`config.mk`:
```
export PLATFORM = sky130hd
export DESIGN_NAME = mem_req_port
export DESIGN_NICKNAME = d
export VERILOG_FILES = /design/src/rtl/mrp_pkg.sv /design/src/rtl/mrp_decode.sv /design/src/rtl/mrp_cfg_regs.sv /design/src/rtl/mrp_burst_ctr.sv /design/src/rtl/mem_req_port.sv
export SDC_FILE = /design/constraint.sdc
export NUM_CORES = 1
export LEC_CHECK = 0
export BUFFER_PORTS_ARGS = -buffer_cell sky130_fd_sc_hd__buf_2
export CAP_MARGIN = 10
export CELL_PAD_IN_SITES_DETAIL_PLACEMENT = 1
export CELL_PAD_IN_SITES_GLOBAL_PLACEMENT = 2
export CORE_ASPECT_RATIO = 0.9
export CORE_MARGIN = 2
export CORE_UTILIZATION = 25
export DETAILED_ROUTE_END_ITERATION = 6
export PLACE_DENSITY = 0.89
export REMOVE_ABC_BUFFERS = 1
export SETUP_SLACK_MARGIN = 0.02
export SYNTH_ARGS = -nofsm -noshare
export SYNTH_HDL_FRONTEND = slang
export SYNTH_SLANG_ARGS = --single-unit
export TNS_END_PERCENT = 30
```
`constraint.sdc`:
```
create_clock -name clk_i -period 2.2 [get_ports clk_i]
set_input_delay 0.11 -clock clk_i [delete_from_list [all_inputs] [get_ports clk_i]]
set_output_delay 0.11 -clock clk_i [all_outputs]
set_load 0.03 [all_outputs]
```
`src/rtl/mrp_pkg.sv`:
```
package mrp_pkg;
  localparam int TOK_W  = 16;
  localparam int OP_LSB = 13;

  typedef enum logic [2:0] {
    OP_RD   = 3'd0,
    OP_WR   = 3'd1,
    OP_CFGP = 3'd2,
    OP_CFGA = 3'd3,
    OP_BRD  = 3'd4,
    OP_BWR  = 3'd5,
    OP_LOCK = 3'd6,
    OP_FREE = 3'd7
  } op_e;

  typedef enum logic [1:0] {
    MD_AD = 2'd0,
    MD_AO = 2'd1,
    MD_DO = 2'd2
  } mode_e;

  typedef enum logic [2:0] {
    S_IDLE, S_RD, S_WR, S_BLEN, S_BRD, S_BWR, S_LOCK, S_FREE
  } state_e;
endpackage

```
`src/rtl/mrp_decode.sv`:
```
module mrp_decode
  import mrp_pkg::*;
#(
  parameter int AW = 8,
  parameter int OW = 2,
  parameter int PW = 2,
  parameter int MW = 2,
  parameter int LW = 8
) (
  input  logic [TOK_W-1:0] tok_i,
  output op_e              op_o,
  output logic [AW-1:0]    addr_o,
  output mode_e            mode_o,
  output logic [OW-1:0]    dest_o,
  output logic [PW-1:0]    part_o,
  output logic [MW-1:0]    mtx_o,
  output logic [LW-1:0]    len_o
);
  localparam int DEST_LSB = 2;
  localparam int PART_LSB = DEST_LSB + OW;

  always_comb begin
    op_o   = op_e'(tok_i[TOK_W-1:OP_LSB]);
    addr_o = tok_i[AW-1:0];
    unique case (tok_i[1:0])
      2'd1:    mode_o = MD_AO;
      2'd2:    mode_o = MD_DO;
      default: mode_o = MD_AD;
    endcase
    dest_o = tok_i[DEST_LSB +: OW];
    part_o = tok_i[PART_LSB +: PW];
    mtx_o  = tok_i[MW-1:0];
    len_o  = tok_i[LW-1:0];
  end
endmodule

```
`src/rtl/mrp_cfg_regs.sv`:
```
module mrp_cfg_regs
  import mrp_pkg::*;
#(
  parameter int OW = 2,
  parameter int PW = 2
) (
  input  logic          clk_i,
  input  logic          rst_ni,
  input  logic          we_i,
  input  mode_e         mode_i,
  input  logic [OW-1:0] dest_i,
  input  logic [PW-1:0] part_i,
  output mode_e         mode_o,
  output logic [OW-1:0] dest_o,
  output logic [PW-1:0] part_o
);
  always_ff @(posedge clk_i or negedge rst_ni) begin
    if (!rst_ni) begin
      mode_o <= MD_AD;
      dest_o <= '0;
      part_o <= '0;
    end else if (we_i) begin
      mode_o <= mode_i;
      dest_o <= dest_i;
      part_o <= part_i;
    end
  end
endmodule

```
`src/rtl/mrp_burst_ctr.sv`:
```
module mrp_burst_ctr #(
  parameter int AW = 8,
  parameter int LW = 8
) (
  input  logic          clk_i,
  input  logic          rst_ni,
  input  logic          base_we_i,
  input  logic [AW-1:0] base_i,
  input  logic          cnt_we_i,
  input  logic [LW-1:0] cnt_i,
  input  logic          step_i,
  output logic [AW-1:0] addr_o,
  output logic          last_o
);
  logic [LW-1:0] cnt_q;

  always_ff @(posedge clk_i or negedge rst_ni) begin
    if (!rst_ni) begin
      addr_o <= '0;
      cnt_q  <= '0;
    end else begin
      if (base_we_i)   addr_o <= base_i;
      else if (step_i) addr_o <= addr_o + 1'b1;
      if (cnt_we_i)    cnt_q <= cnt_i;
      else if (step_i) cnt_q <= cnt_q - 1'b1;
    end
  end

  assign last_o = (cnt_q == LW'(1));
endmodule

```
`src/rtl/mem_req_port.sv`:
```
module mem_req_port
  import mrp_pkg::*;
#(
  parameter int AW     = 8,
  parameter int N_OUT  = 4,
  parameter int N_PEER = 4,
  parameter int N_MTX  = 4,
  parameter int LW     = 8
) (
  input  logic                    clk_i,
  input  logic                    rst_ni,
  input  logic                    tok_valid_i,
  input  logic [15:0]             tok_data_i,
  output logic                    tok_ready_o,
  input  logic [N_PEER-1:0]       peer_valid_i,
  input  logic [16*N_PEER-1:0]    peer_data_i,
  output logic [N_PEER-1:0]       peer_ready_o,
  output logic                    share_valid_o,
  output logic [15:0]             share_data_o,
  input  logic                    share_ready_i,
  output logic                    mem_req_o,
  output logic                    mem_we_o,
  output logic [AW-1:0]           mem_addr_o,
  output logic [15:0]             mem_wdata_o,
  input  logic                    mem_gnt_i,
  input  logic [15:0]             mem_rdata_i,
  input  logic [N_OUT-1:0]        out_room_i,
  output logic [N_OUT-1:0]        out_valid_o,
  output logic [15:0]             out_data_o,
  output logic                    mtx_req_o,
  output logic                    mtx_rel_o,
  output logic [((N_MTX>1)?$clog2(N_MTX):1)-1:0] mtx_id_o,
  input  logic                    mtx_gnt_i
);
  localparam int OW = (N_OUT  > 1) ? $clog2(N_OUT)  : 1;
  localparam int PW = (N_PEER > 1) ? $clog2(N_PEER) : 1;
  localparam int MW = (N_MTX  > 1) ? $clog2(N_MTX)  : 1;

  op_e           d_op;
  mode_e         d_mode, mode_q;
  logic [AW-1:0] d_addr, addr_q, addr_d, agen_addr;
  logic [OW-1:0] d_dest, dest_q, rd_dest_q;
  logic [PW-1:0] d_part, part_q;
  logic [MW-1:0] d_mtx, id_q, id_d;
  logic [LW-1:0] d_len;
  state_e        state_q, state_d;
  logic          bw_q, bw_d;
  logic          cfg_we, base_we, cnt_we, step, rd_fire, src_pop, rd_pend_q, b_last;
  logic          src_valid;
  logic [15:0]   src_data;

  mrp_decode #(.AW(AW), .OW(OW), .PW(PW), .MW(MW), .LW(LW)) u_dec (
    .tok_i(tok_data_i), .op_o(d_op), .addr_o(d_addr), .mode_o(d_mode),
    .dest_o(d_dest), .part_o(d_part), .mtx_o(d_mtx), .len_o(d_len)
  );

  mrp_cfg_regs #(.OW(OW), .PW(PW)) u_cfg (
    .clk_i, .rst_ni, .we_i(cfg_we), .mode_i(d_mode), .dest_i(d_dest),
    .part_i(d_part), .mode_o(mode_q), .dest_o(dest_q), .part_o(part_q)
  );

  mrp_burst_ctr #(.AW(AW), .LW(LW)) u_bctr (
    .clk_i, .rst_ni, .base_we_i(base_we), .base_i(d_addr), .cnt_we_i(cnt_we),
    .cnt_i(d_len), .step_i(step), .addr_o(agen_addr), .last_o(b_last)
  );

  // write data source follows the mode
  always_comb begin
    if (mode_q == MD_AO) begin
      src_valid = peer_valid_i[part_q];
      src_data  = peer_data_i[16*part_q +: 16];
    end else begin
      src_valid = tok_valid_i;
      src_data  = tok_data_i;
    end
  end

  assign mem_wdata_o  = src_data;
  assign share_data_o = tok_data_i;
  assign mtx_id_o     = id_q;

  always_comb begin
    state_d       = state_q;
    addr_d        = addr_q;
    id_d          = id_q;
    bw_d          = bw_q;
    tok_ready_o   = 1'b0;
    peer_ready_o  = '0;
    share_valid_o = 1'b0;
    mem_req_o     = 1'b0;
    mem_we_o      = 1'b0;
    mem_addr_o    = addr_q;
    cfg_we        = 1'b0;
    base_we       = 1'b0;
    cnt_we        = 1'b0;
    step          = 1'b0;
    rd_fire       = 1'b0;
    src_pop       = 1'b0;
    mtx_req_o     = 1'b0;
    mtx_rel_o     = 1'b0;
    unique case (state_q)
      S_IDLE: if (tok_valid_i) begin
        if (mode_q == MD_DO) begin
          if (d_op == OP_CFGP) begin
            tok_ready_o = 1'b1;
            cfg_we      = 1'b1;
          end else begin
            share_valid_o = 1'b1;
            tok_ready_o   = share_ready_i;
          end
        end else begin
          unique case (d_op)
            OP_RD: if (out_room_i[dest_q]) begin
              tok_ready_o = 1'b1;
              addr_d      = d_addr;
              state_d     = S_RD;
            end
            OP_WR: begin
              tok_ready_o = 1'b1;
              addr_d      = d_addr;
              state_d     = S_WR;
            end
            OP_CFGP: begin
              tok_ready_o = 1'b1;
              cfg_we      = 1'b1;
            end
            OP_CFGA: begin
              tok_ready_o = 1'b1;
              base_we     = 1'b1;
            end
            OP_BRD, OP_BWR: begin
              tok_ready_o = 1'b1;
              bw_d        = (d_op == OP_BWR);
              state_d     = S_BLEN;
            end
            OP_LOCK: begin
              tok_ready_o = 1'b1;
              id_d        = d_mtx;
              state_d     = S_LOCK;
            end
            default: begin
              tok_ready_o = 1'b1;
              id_d        = d_mtx;
              state_d     = S_FREE;
            end
          endcase
        end
      end
      S_RD: begin
        mem_req_o = out_room_i[dest_q];
        if (out_room_i[dest_q] && mem_gnt_i) begin
          rd_fire = 1'b1;
          state_d = S_IDLE;
        end
      end
      S_WR: begin
        mem_req_o = src_valid;
        mem_we_o  = 1'b1;
        if (src_valid && mem_gnt_i) begin
          src_pop = 1'b1;
          state_d = S_IDLE;
        end
      end
      S_BLEN: if (tok_valid_i) begin
        tok_ready_o = 1'b1;
        if (d_len == '0) begin
          state_d = S_IDLE;
        end else begin
          cnt_we  = 1'b1;
          state_d = bw_q ? S_BWR : S_BRD;
        end
      end
      S_BRD: begin
        mem_addr_o = agen_addr;
        mem_req_o  = out_room_i[dest_q];
        if (out_room_i[dest_q] && mem_gnt_i) begin
          rd_fire = 1'b1;
          step    = 1'b1;
          if (b_last) state_d = S_IDLE;
        end
      end
      S_BWR: begin
        mem_addr_o = agen_addr;
        mem_req_o  = src_valid;
        mem_we_o   = 1'b1;
        if (src_valid && mem_gnt_i) begin
          src_pop = 1'b1;
          step    = 1'b1;
          if (b_last) state_d = S_IDLE;
        end
      end
      S_LOCK: begin
        mtx_req_o = 1'b1;
        if (mtx_gnt_i) state_d = S_IDLE;
      end
      default: begin
        mtx_rel_o = 1'b1;
        state_d   = S_IDLE;
      end
    endcase
    if (src_pop) begin
      if (mode_q == MD_AO) peer_ready_o[part_q] = 1'b1;
      else                 tok_ready_o          = 1'b1;
    end
  end

  always_ff @(posedge clk_i or negedge rst_ni) begin
    if (!rst_ni) begin
      state_q   <= S_IDLE;
      addr_q    <= '0;
      id_q      <= '0;
      bw_q      <= 1'b0;
      rd_pend_q <= 1'b0;
      rd_dest_q <= '0;
    end else begin
      state_q   <= state_d;
      addr_q    <= addr_d;
      id_q      <= id_d;
      bw_q      <= bw_d;
      rd_pend_q <= rd_fire;
      rd_dest_q <= dest_q;
    end
  end

  always_comb begin
    out_valid_o = '0;
    if (rd_pend_q) out_valid_o[rd_dest_q] = 1'b1;
  end
  assign out_data_o = mem_rdata_i;
endmodule

```
==> impl_metrics.tcl, run 1 <==
set metrics [dict create \
    grtUsageTotal_pct 17.4 \
    hold_viol 39 \
    pwr-share-seq_pct 23.9 \
    ys_warn_count 0 \
    initial_utilization_pct 25.3 \
    avgSynthCellArea_um2 9.80 \
    vdd_ir_drop_max_v 0.000648 \
    yosysUniqueCellTypes 59 \
    grt_overflow_total 0 \
    coreArea_um2 13200 \
    crit_path_end_kind "output pin" \
    syn_area_um2 3340 \
    crit_path_max_fanout 2 \
    slew_headroom_pct 37.8 \
    dp_slack_ns 0.0545 \
    utilization_pct 34.2 \
    drv_slew 0 \
    dominantRegCellSynth "dfrtp_1" \
    fin_nets 599 \
    numCtsBuffers 5 \
    criticalPathCategory "reg2out" \
    slowest_stage "mux4_2" \
    powerDensity_nw_per_um2 1300 \
    yosysSeqAreaShare_pct 29.2 \
    wl_um 12600 \
    drive_gt1_share_pct 54.5 \
    worstMarginPinSlew_ns 0.933 \
    insertion_delay_ns 0.28 \
    first_iter_violations 133 \
    synth_edf_count 0 \
    synth_top_area_cell "dfrtp_1" \
    insertedDiodeCount 0 \
    grt_max_degree 40 \
    synth_seq_cells 39 \
    failed_checks "hold timing, setup timing" \
    vias 3324 \
    place.port_buffers 149 \
    crit_chain "mux4_2 > or4_4 > nor2_4 > nor2_2 > o31a_1 > buf_6" \
    n_fill_cell 1618 \
    setup_ws_ns -0.168 \
    cts_tree "yes" \
    antenna_left 0 \
    synth.area.top_cells "dfrtp_1, mux4_2, mux2_2" \
    die_h_um 114 \
    viasPerCell 5.08 \
    drc_errors 0 \
    synthArstFlopShare_pct 100 \
    setup_viol 12 \
    dieArea_um2 14300 \
    cts_buffer_depth 2 \
    worst_setup_path_start_kind "flip-flop" \
    detail_route.wl_per_cell_um 19.3 \
    rows 40 \
    min_period_ns 2.37 \
    arrival_ns 2.26 \
    p_clk_share_pct 14.1 \
    firstDrtPassIters 4 \
    h-tree-depth 2 \
    max_stage_delay_ns 0.54 \
    clock_skew_ns 0.00548 \
    switching_share_pct 45.3 \
    hold_buffers 0 \
    path_clk_slew_ns 0.06 \
    area_delta_synth_final_pct 35.0 \
    globalplace.congestion 0.829 \
    grt_first_pass_wirelength_um 19400 \
    dieWidth_um 126 \
    p_leak_nw 2.11 \
    fmax_mhz 422 \
    fin_crit_sh_pct 108 \
    antenna_found_initial 0 \
    maxCapViolations 0 \
    synth_top_area_share_pct 29.2 \
    clock-sinks 39 \
    cp_data_required_time_ns 2.09 \
    cts_root_buffer "clkbuf_16" \
    intPower_mw 3.20 \
    first_global_vias 3616 \
    pin_count 182 \
    netlist_instances 341 \
    dpl.hpwl_um 9980 \
    power_switching_mw 2.65 \
    hold_class "in2async" \
    rsz0062_at_grt "yes" \
    status "finished, violations left" \
    hold_ws_ns -0.0391 \
    p_comb_share_pct 62.0 \
]
## Yosys cell counts, drive strengths merged, types with 3 or more instances
cell / number
ha: 3
clkbuf: 4
inv: 7
or4: 5
nand3: 11
mux2: 35
a211o: 3
a31oi: 8
nor2b: 5
mux2i: 6
nand2: 36
or3: 4
nor3b: 6
mux4: 18
nor2: 21
o21ai: 12
o31a: 3
buf: 44
o21a: 3
and3: 5
nand2b: 8
nand4: 3
dfrtp: 39
a21oi: 4
nor3: 7
nand3b: 3
o211ai: 3
and3b: 3
## kinds of logic (layout without fill, tap and decap cells)
group / after synthesis / after routing / synth area share [%]
compound gates: 53 / 53 / 11.2
xor+xnor: 4 / 4 / 1.05
fa+ha+maj: 3 / 3 / 1.12
buf+inv: 55 / 200 / 10.1
flops: 39 / 39 / 29.2
mux: 59 / 59 / 25.7
simple gates: 128 / 128 / 21.6
## power groups by stage
stage | Clock [mW] | Sequential [mW] | Combinational [mW]
floorplan | 0 | 1.46 | 2.19
global placement | 0 | 1.37 | 3.41
detailed placement | 0 | 1.40 | 3.51
CTS | 0.846 | 1.40 | 3.57
global route | 0.878 | 1.45 | 3.92
finish | 0.824 | 1.40 | 3.63
## what timing repair did
item	4_1_cts	5_1_grt
resized for setup	6	15
pin swaps	4	4
buffers inserted	1	3
setup endpoints to repair	5	24
## cell usage in the layout (no fill, tap or decap), types with 4 or more instances in the layout
cell type / count
buf_2: 146
dfrtp_1: 37
nand2_1: 36
buf_4: 36
mux2_2: 32
nor2_1: 19
mux4_2: 18
o21ai_0: 11
nand3_1: 9
nand2b_1: 8
a31oi_1: 8
inv_1: 6
mux2i_1: 6
nor3_1: 5
nor3b_1: 5
and3_1: 5
clkbuf_16: 5
or3_1: 4
a21oi_1: 4
## routing by layer
layer | global-route usage, % | share of wire [%] | routed length (um)
met1 | 20.9 | 42 | 5310
met2 | 29.5 | 48 | 6110
met3 | 6.66 | 7.8 | 988
met4 | 3.88 | 1.1 | 144
met5 | 4.15 | 0.68 | 86
## flip-flops by register name, summed over array words and instances (netlist names), 2 cells and up
signal and cells:
rd_dest_q 2, u_cfg.part_o 2, u_cfg.mode_o 2, u_bctr.cnt_q 8, addr_q 8, u_bctr.addr_o 8
state_q 3, u_cfg.dest_o 2, mtx_id_o 2
## cell type report
cell class | count | area (um2) | share of cell area (%)
well taps | 168 | 210 | 4.66
repair buffers | 186 | 1050 | 23.4
clock inverters | 2 | 37.5 | 0.832
clock buffers | 5 | 125 | 2.77
flip-flops and latches | 39 | 978 | 21.7
inverters | 7 | 26.3 | 0.582
multi-input cells | 247 | 2080 | 46.1
## path summary, 6_finish.rpt
check | startpoint | endpoint | slack [ns] | cells after the start
hold / removal | rst_ni | state_q[1]$_DFFE_PN0P_ | -0.04 | 1
setup / recovery | u_cfg.dest_o[0]$_DFFE_PN0P_ | tok_ready_o | -0.17 | 6
setup reg to reg | u_cfg.dest_o[0]$_DFFE_PN0P_ | addr_q[4]$_DFFE_PN0P_ | -0.11 | 6
max in group asynchronous | rst_ni | state_q[2]$_DFFE_PN0P_ | 1.61 | 1
min in group clk_i | tok_data_i[3] | u_bctr.cnt_q[3]$_DFFE_PN0P_ | 0.19 | 3
hold reg to reg | mtx_id_o[0]$_DFFE_PN0P_ | mtx_id_o[0]$_DFFE_PN0P_ | 0.51 | 1
## per-stage QoR
step	total power, mW	hold slack (ns)	area (um2)	setup TNS (ns)	std cells
after CTS	5.81	0.00796	4440	-0.856	651
after floorplan	3.65	-0.186	3030	-8.97	293
after global routing	6.25	0.0319	4510	-1.66	654
after global placement	4.78	0.220	4250	0	643
final	5.86	-0.0391	4510	-1.03	654
after detailed placement	4.91	0.220	4250	0	643
## worst max-delay path: cells and delay by family (launching register included)
kind / cells / cell delay, ns
simple gates: 3 / 0.62
mux: 1 / 0.54
flops: 1 / 0.38
compound gates: 1 / 0.29
buf+inv: 1 / 0.14
Note: power is estimated with default switching activity, not from simulation.
==> inputs of run 2 (changes only) <==
Clock period 2.2 ns to 2.52 ns, I/O delays scaled along.
==> impl_metrics.tcl, run 2 (synthesized netlist as in run 1, its figures left out) <==
set metrics [dict create \
    status "finished, violations left" \
    failed_checks "hold timing" \
    vdd_ir_drop_max_v 0.000508 \
    grtUsageTotal_pct 16.9 \
    clock-sinks 39 \
    viasPerCell 5.09 \
    rsz0062_at_grt "yes" \
    cp_data_required_time_ns 2.39 \
    antenna_found_initial 0 \
    dieWidth_um 126 \
    final_common_cell "buf_2" \
    setup_viol 0 \
    crit_path_max_fanout 3 \
    h-tree-depth 2 \
    rows 40 \
    regToRegStartpoint "u_cfg.dest_o[0]$_DFFE_PN0P_" \
    cts_root_buffer "clkbuf_16" \
    criticalPathCategory "reg2out" \
    crit_start "u_cfg.dest_o[0]$_DFFE_PN0P_" \
    clock_skew_ns 0.00608 \
    firstDrtPassIters 4 \
    p_leak_nw 1.99 \
    max_stage_delay_ns 0.58 \
    multi_input_area_um2 2040 \
    powerDensity_nw_per_um2 1120 \
    path_clk_slew_ns 0.06 \
    coreArea_um2 13200 \
    hold_buffers 0 \
    insertion_delay_ns 0.29 \
    slowest_stage "or4_4" \
    place.port_buffers 149 \
    cts_buffer_depth 2 \
    dieArea_um2 14300 \
    insertedDiodeCount 0 \
    final-seq-area_um2 977 \
    final_cell_mix "buf_2, dfrtp_1, nand2_1" \
    hold_class "in2async" \
    wl_um 11900 \
    worst_setup_path_start_kind "flip-flop" \
    largestRegisters "addr_q x8, u_bctr.addr_o x8, u_bctr.cnt_q x8" \
    globalplace.congestion 0.811 \
    detail_route.wl_per_cell_um 18.8 \
    tns_ns 0 \
    crit_chain "mux4_2 > or4_4 > nor2_4 > nor2_2 > o31a_1 > buf_6" \
    cts_tree "yes" \
    hold_viol 38 \
    die_h_um 114 \
    vias 3229 \
    dpl.hpwl_um 9540 \
    fin_crit_sh_pct 98.5 \
    first_iter_violations 142 \
    dp_slack_ns 0.286 \
    worstMarginPinSlew_ns 0.937 \
    area_delta_synth_final_pct 28.1 \
    arrival_ns 2.36 \
    drv_slew 0 \
    drive_gt1_share_pct 51.3 \
    grt_overflow_total 0 \
    fin_nets 578 \
    numCtsBuffers 5 \
    fmax_mhz 403 \
    grt_max_degree 40 \
    slew_headroom_pct 37.6 \
    first_global_vias 3532 \
    setup_ws_ns 0.0368 \
    initial_utilization_pct 25.3 \
    r2r_slack_ns 0.13 \
    hold_ws_ns -0.0333 \
    min_period_ns 2.48 \
    antenna_left 0 \
    grt_first_pass_wirelength_um 19000 \
    drc_errors 0 \
    n_fill_cell 1603 \
    pin_count 182 \
    maxCapViolations 0 \
    crit_path_end_kind "output pin" \
]
## run 2: cell count changes in the layout (fill, tap and decap cells not counted), moves of 2 or more
cell	previous run	this run
mux2_4	3	0
buf_6	3	1
buf_4	36	16
nand3_4	2	0
buf_2	146	148
mux2_2	32	34
## run 2: final timing paths
check                                               end  cells after the start
setup / recovery                            tok_ready_o                      6
max in group asynchronous        state_q[2]$_DFFE_PN0P_                      1
hold reg to reg                   addr_q[7]$_DFFE_PN0P_                      1
min in group clk_i         u_bctr.addr_o[6]$_DFFE_PN0P_                      3
hold / removal                   state_q[0]$_DFFE_PN0P_                      1
setup reg to reg                  addr_q[2]$_DFFE_PN0P_                      5
## run 2: worst max-delay path: cells and delay by family (launching register included)
kind	cells	cell delay [ns]
compound gates	1	0.25
buf+inv	1	0.14
flops	1	0.37
mux	1	0.57
simple gates	3	0.74
## run 2: stage by stage
stage	power, mW	instances	utilization (%)	cell area [um2]	hold WS, ns
3_5_place_dp	4.12	623	30.9	4090	0.252
2_1_floorplan	3.19	293	-	3030	-0.170
3_3_place_gp	4.02	623	30.9	4090	0.252
6_report	4.80	634	32.4	4280	-0.0333
4_1_cts	4.82	632	32.2	4250	0.00942
5_1_grt	5.16	634	32.4	4280	0.0394
## run 2: where the power goes
group,switching [mW],internal [mW],total (mW)
combinational,1.63,1.24,2.88
clock,0.274,0.396,0.669
sequential,0.337,0.915,1.25
## run 2: area by class of cell
class	instances	area share (%)
clock buffer	6	3.24
sequential	39	22.8
inverter	7	0.614
tap	168	4.91
multi-input combinational	247	47.7
timing repair buffer	165	20.4
clock inverter	2	0.380
## run 2: layer usage
metal | GRT usage [%] | part of all wire, % | vias up
met4 | 2.64 | 0.81 | 2
met1 | 21.2 | 42 | 1604
met3 | 7.18 | 9.2 | 13
met5 | 4.15 | 0.65 | -
met2 | 27.5 | 47 | 118
li1 | - | - | 1492
## run 2: repair_timing
action                                  CTS  global route
endpoints found under the setup margin    1             2
gates cloned                              0             0
pin swaps                                 0             4
resized for setup                         0             7
setup buffers                             1             2
==> inputs of run 3 (changes only) <==
Settings changed: CORE_UTILIZATION 25 to 23, PLACE_DENSITY 0.89 to 0.86.
Clock period 2.52 ns to 2.2 ns, I/O delays scaled along.
==> impl_metrics.tcl, run 3 (synthesized netlist as in run 1, its figures left out) <==
set metrics [dict create \
    status "finished, violations left" \
    failed_checks "hold timing, setup timing" \
    crit_path_end_kind "output pin" \
    worstMarginPinSlew_ns 0.947 \
    cp_top_family "simple AND/OR/NAND/NOR gates" \
    cts_root_buffer "clkbuf_16" \
    hold_viol 39 \
    place.port_buffers 149 \
    dp_slack_ns 0.0594 \
    firstDrtPassIters 5 \
    insertion_delay_ns 0.29 \
    wl_um 12300 \
    hold_buffers 0 \
    crit_chain "mux4_2 > or4_4 > nor2_2 > nor2_1 > o31a_1 > buf_6" \
    drive_gt1_share_pct 53.5 \
    critPathBufInv 1 \
    insertedDiodeCount 0 \
    powerDensity_nw_per_um2 1300 \
    area_delta_synth_final_pct 33.7 \
    p_leak_nw 2.09 \
    slowest_stage "mux4_2" \
    drc_errors 0 \
    hold_class "in2async" \
    pwr-share-seq_pct 24.5 \
    initial_utilization_pct 23.7 \
    fin_crit_sh_pct 107 \
    hold_ws_ns -0.0362 \
    dieArea_um2 15500 \
    die_h_um 118 \
    grtUsageTotal_pct 15.9 \
    fin_nets 592 \
    dpl.hpwl_um 9820 \
    cts_tree "yes" \
    detail_route.wl_per_cell_um 18.3 \
    slew_headroom_pct 36.8 \
    p_clk_share_pct 14.8 \
    drv_slew 0 \
    dieWidth_um 131 \
    antenna_found_initial 1 \
    utilization_pct 31.7 \
    first_global_vias 3660 \
    min_period_ns 2.36 \
    rows 41 \
    globalplace.congestion 0.878 \
    clock-sinks 39 \
    grt_first_pass_wirelength_um 19200 \
    pin_count 182 \
    max_stage_delay_ns 0.54 \
    switching_share_pct 45.8 \
    vias 3339 \
    coreArea_um2 14100 \
    cp_data_required_time_ns 2.09 \
    grt_max_degree 40 \
    power.total_mw 5.81 \
    final_cell_mix "buf_2, dfrtp_1, nand2_1" \
    maxCapViolations 0 \
    path_clk_slew_ns 0.06 \
    largestRegisters "addr_q x8, u_bctr.addr_o x8, u_bctr.cnt_q x8" \
    setup_viol 1 \
    first_iter_violations 148 \
    clock_skew_ns 0.00580 \
    rsz0062_at_grt "yes" \
    vdd_ir_drop_max_v 0.000566 \
    cp_num_cells 6 \
    arrival_ns 2.25 \
    n_fill_cell 1677 \
    cts_buffer_depth 2 \
    grt_overflow_total 0 \
    p_comb_share_pct 60.7 \
    numCtsBuffers 5 \
    final_common_cell "buf_2" \
    crit_path_max_fanout 2 \
    power_switching_mw 2.66 \
    worst_setup_path_start_kind "flip-flop" \
    fmax_mhz 424 \
    viasPerCell 4.96 \
    setup_ws_ns -0.156 \
    antenna_left 0 \
    h-tree-depth 2 \
    intPower_mw 3.15 \
    r2r_cells 5 \
    r2r_slack_ns 0.04 \
    tns_ns -0.156 \
    criticalPathCategory "reg2out" \
]
-- run 3: changes by cell type in the layout (fill, tap and decap cells not counted), sizes merged --
cell      previous run  this run
clkinv               1         2
clkinvlp             1         0
clkbuf               6         5
bufinv               0         1
buf                165       179
-- run 3: area by class of cell --
class,instances,area [um2],area share [%]
multi-input cells,247,2070,46.4
inverters,7,26.3,0.588
clock buffers,5,125,2.80
repair buffers,179,981,22.0
well taps,193,241,5.41
flip-flops and latches,39,978,21.9
clock inverters,3,43.8,0.980
-- run 3: what timing repair did --
action                     in CTS  in global routing
setup buffers                   2                  4
setup endpoints to repair       3                 33
gates resized for setup         6                 10
pin swaps                       2                  3
cloned                          0                  0
-- run 3: per-stage QoR --
step                      instance area, um2  hold slack [ns]  cells
after floorplan                         3030           -0.186    293
after global placement                  4200            0.220    659
after detailed placement                4200            0.220    659
after CTS                               4410          0.00776    669
after global routing                    4470           0.0607    673
final                                   4470          -0.0362    673
-- run 3: worst paths after layout --
| path | startpoint | endpoint |
|---|---|---|
| hold reg to reg | u_cfg.dest_o[1]$_DFFE_PN0P_ | rd_dest_q[1]$_DFF_PN0_ |
| setup / recovery | u_cfg.dest_o[0]$_DFFE_PN0P_ | tok_ready_o |
| max in group asynchronous | rst_ni | state_q[1]$_DFFE_PN0P_ |
| setup reg to reg | u_cfg.dest_o[0]$_DFFE_PN0P_ | addr_q[4]$_DFFE_PN0P_ |
| hold / removal | rst_ni | state_q[2]$_DFFE_PN0P_ |
| min in group clk_i | tok_data_i[6] | u_bctr.addr_o[6]$_DFFE_PN0P_ |
-- run 3: layer usage --
layer	GRT usage, %	routed length, um	part of all wire, %	vias up
met4	3.72	143	1.2	0
met2	26.1	5950	48	126
met3	5.34	876	7.1	13
met1	20.0	5370	44	1684
li1	-	-	-	1516
met5	0	0	0	-
-- run 3: power groups by stage --
stage | clock, mW | sequential, mW | combinational, mW
2_1_floorplan | 0 | 1.46 | 2.19
3_3_place_gp | 0 | 1.39 | 3.30
3_5_place_dp | 0 | 1.43 | 3.39
4_1_cts | 0.874 | 1.42 | 3.45
5_1_grt | 0.906 | 1.47 | 3.83
6_report | 0.862 | 1.42 | 3.53
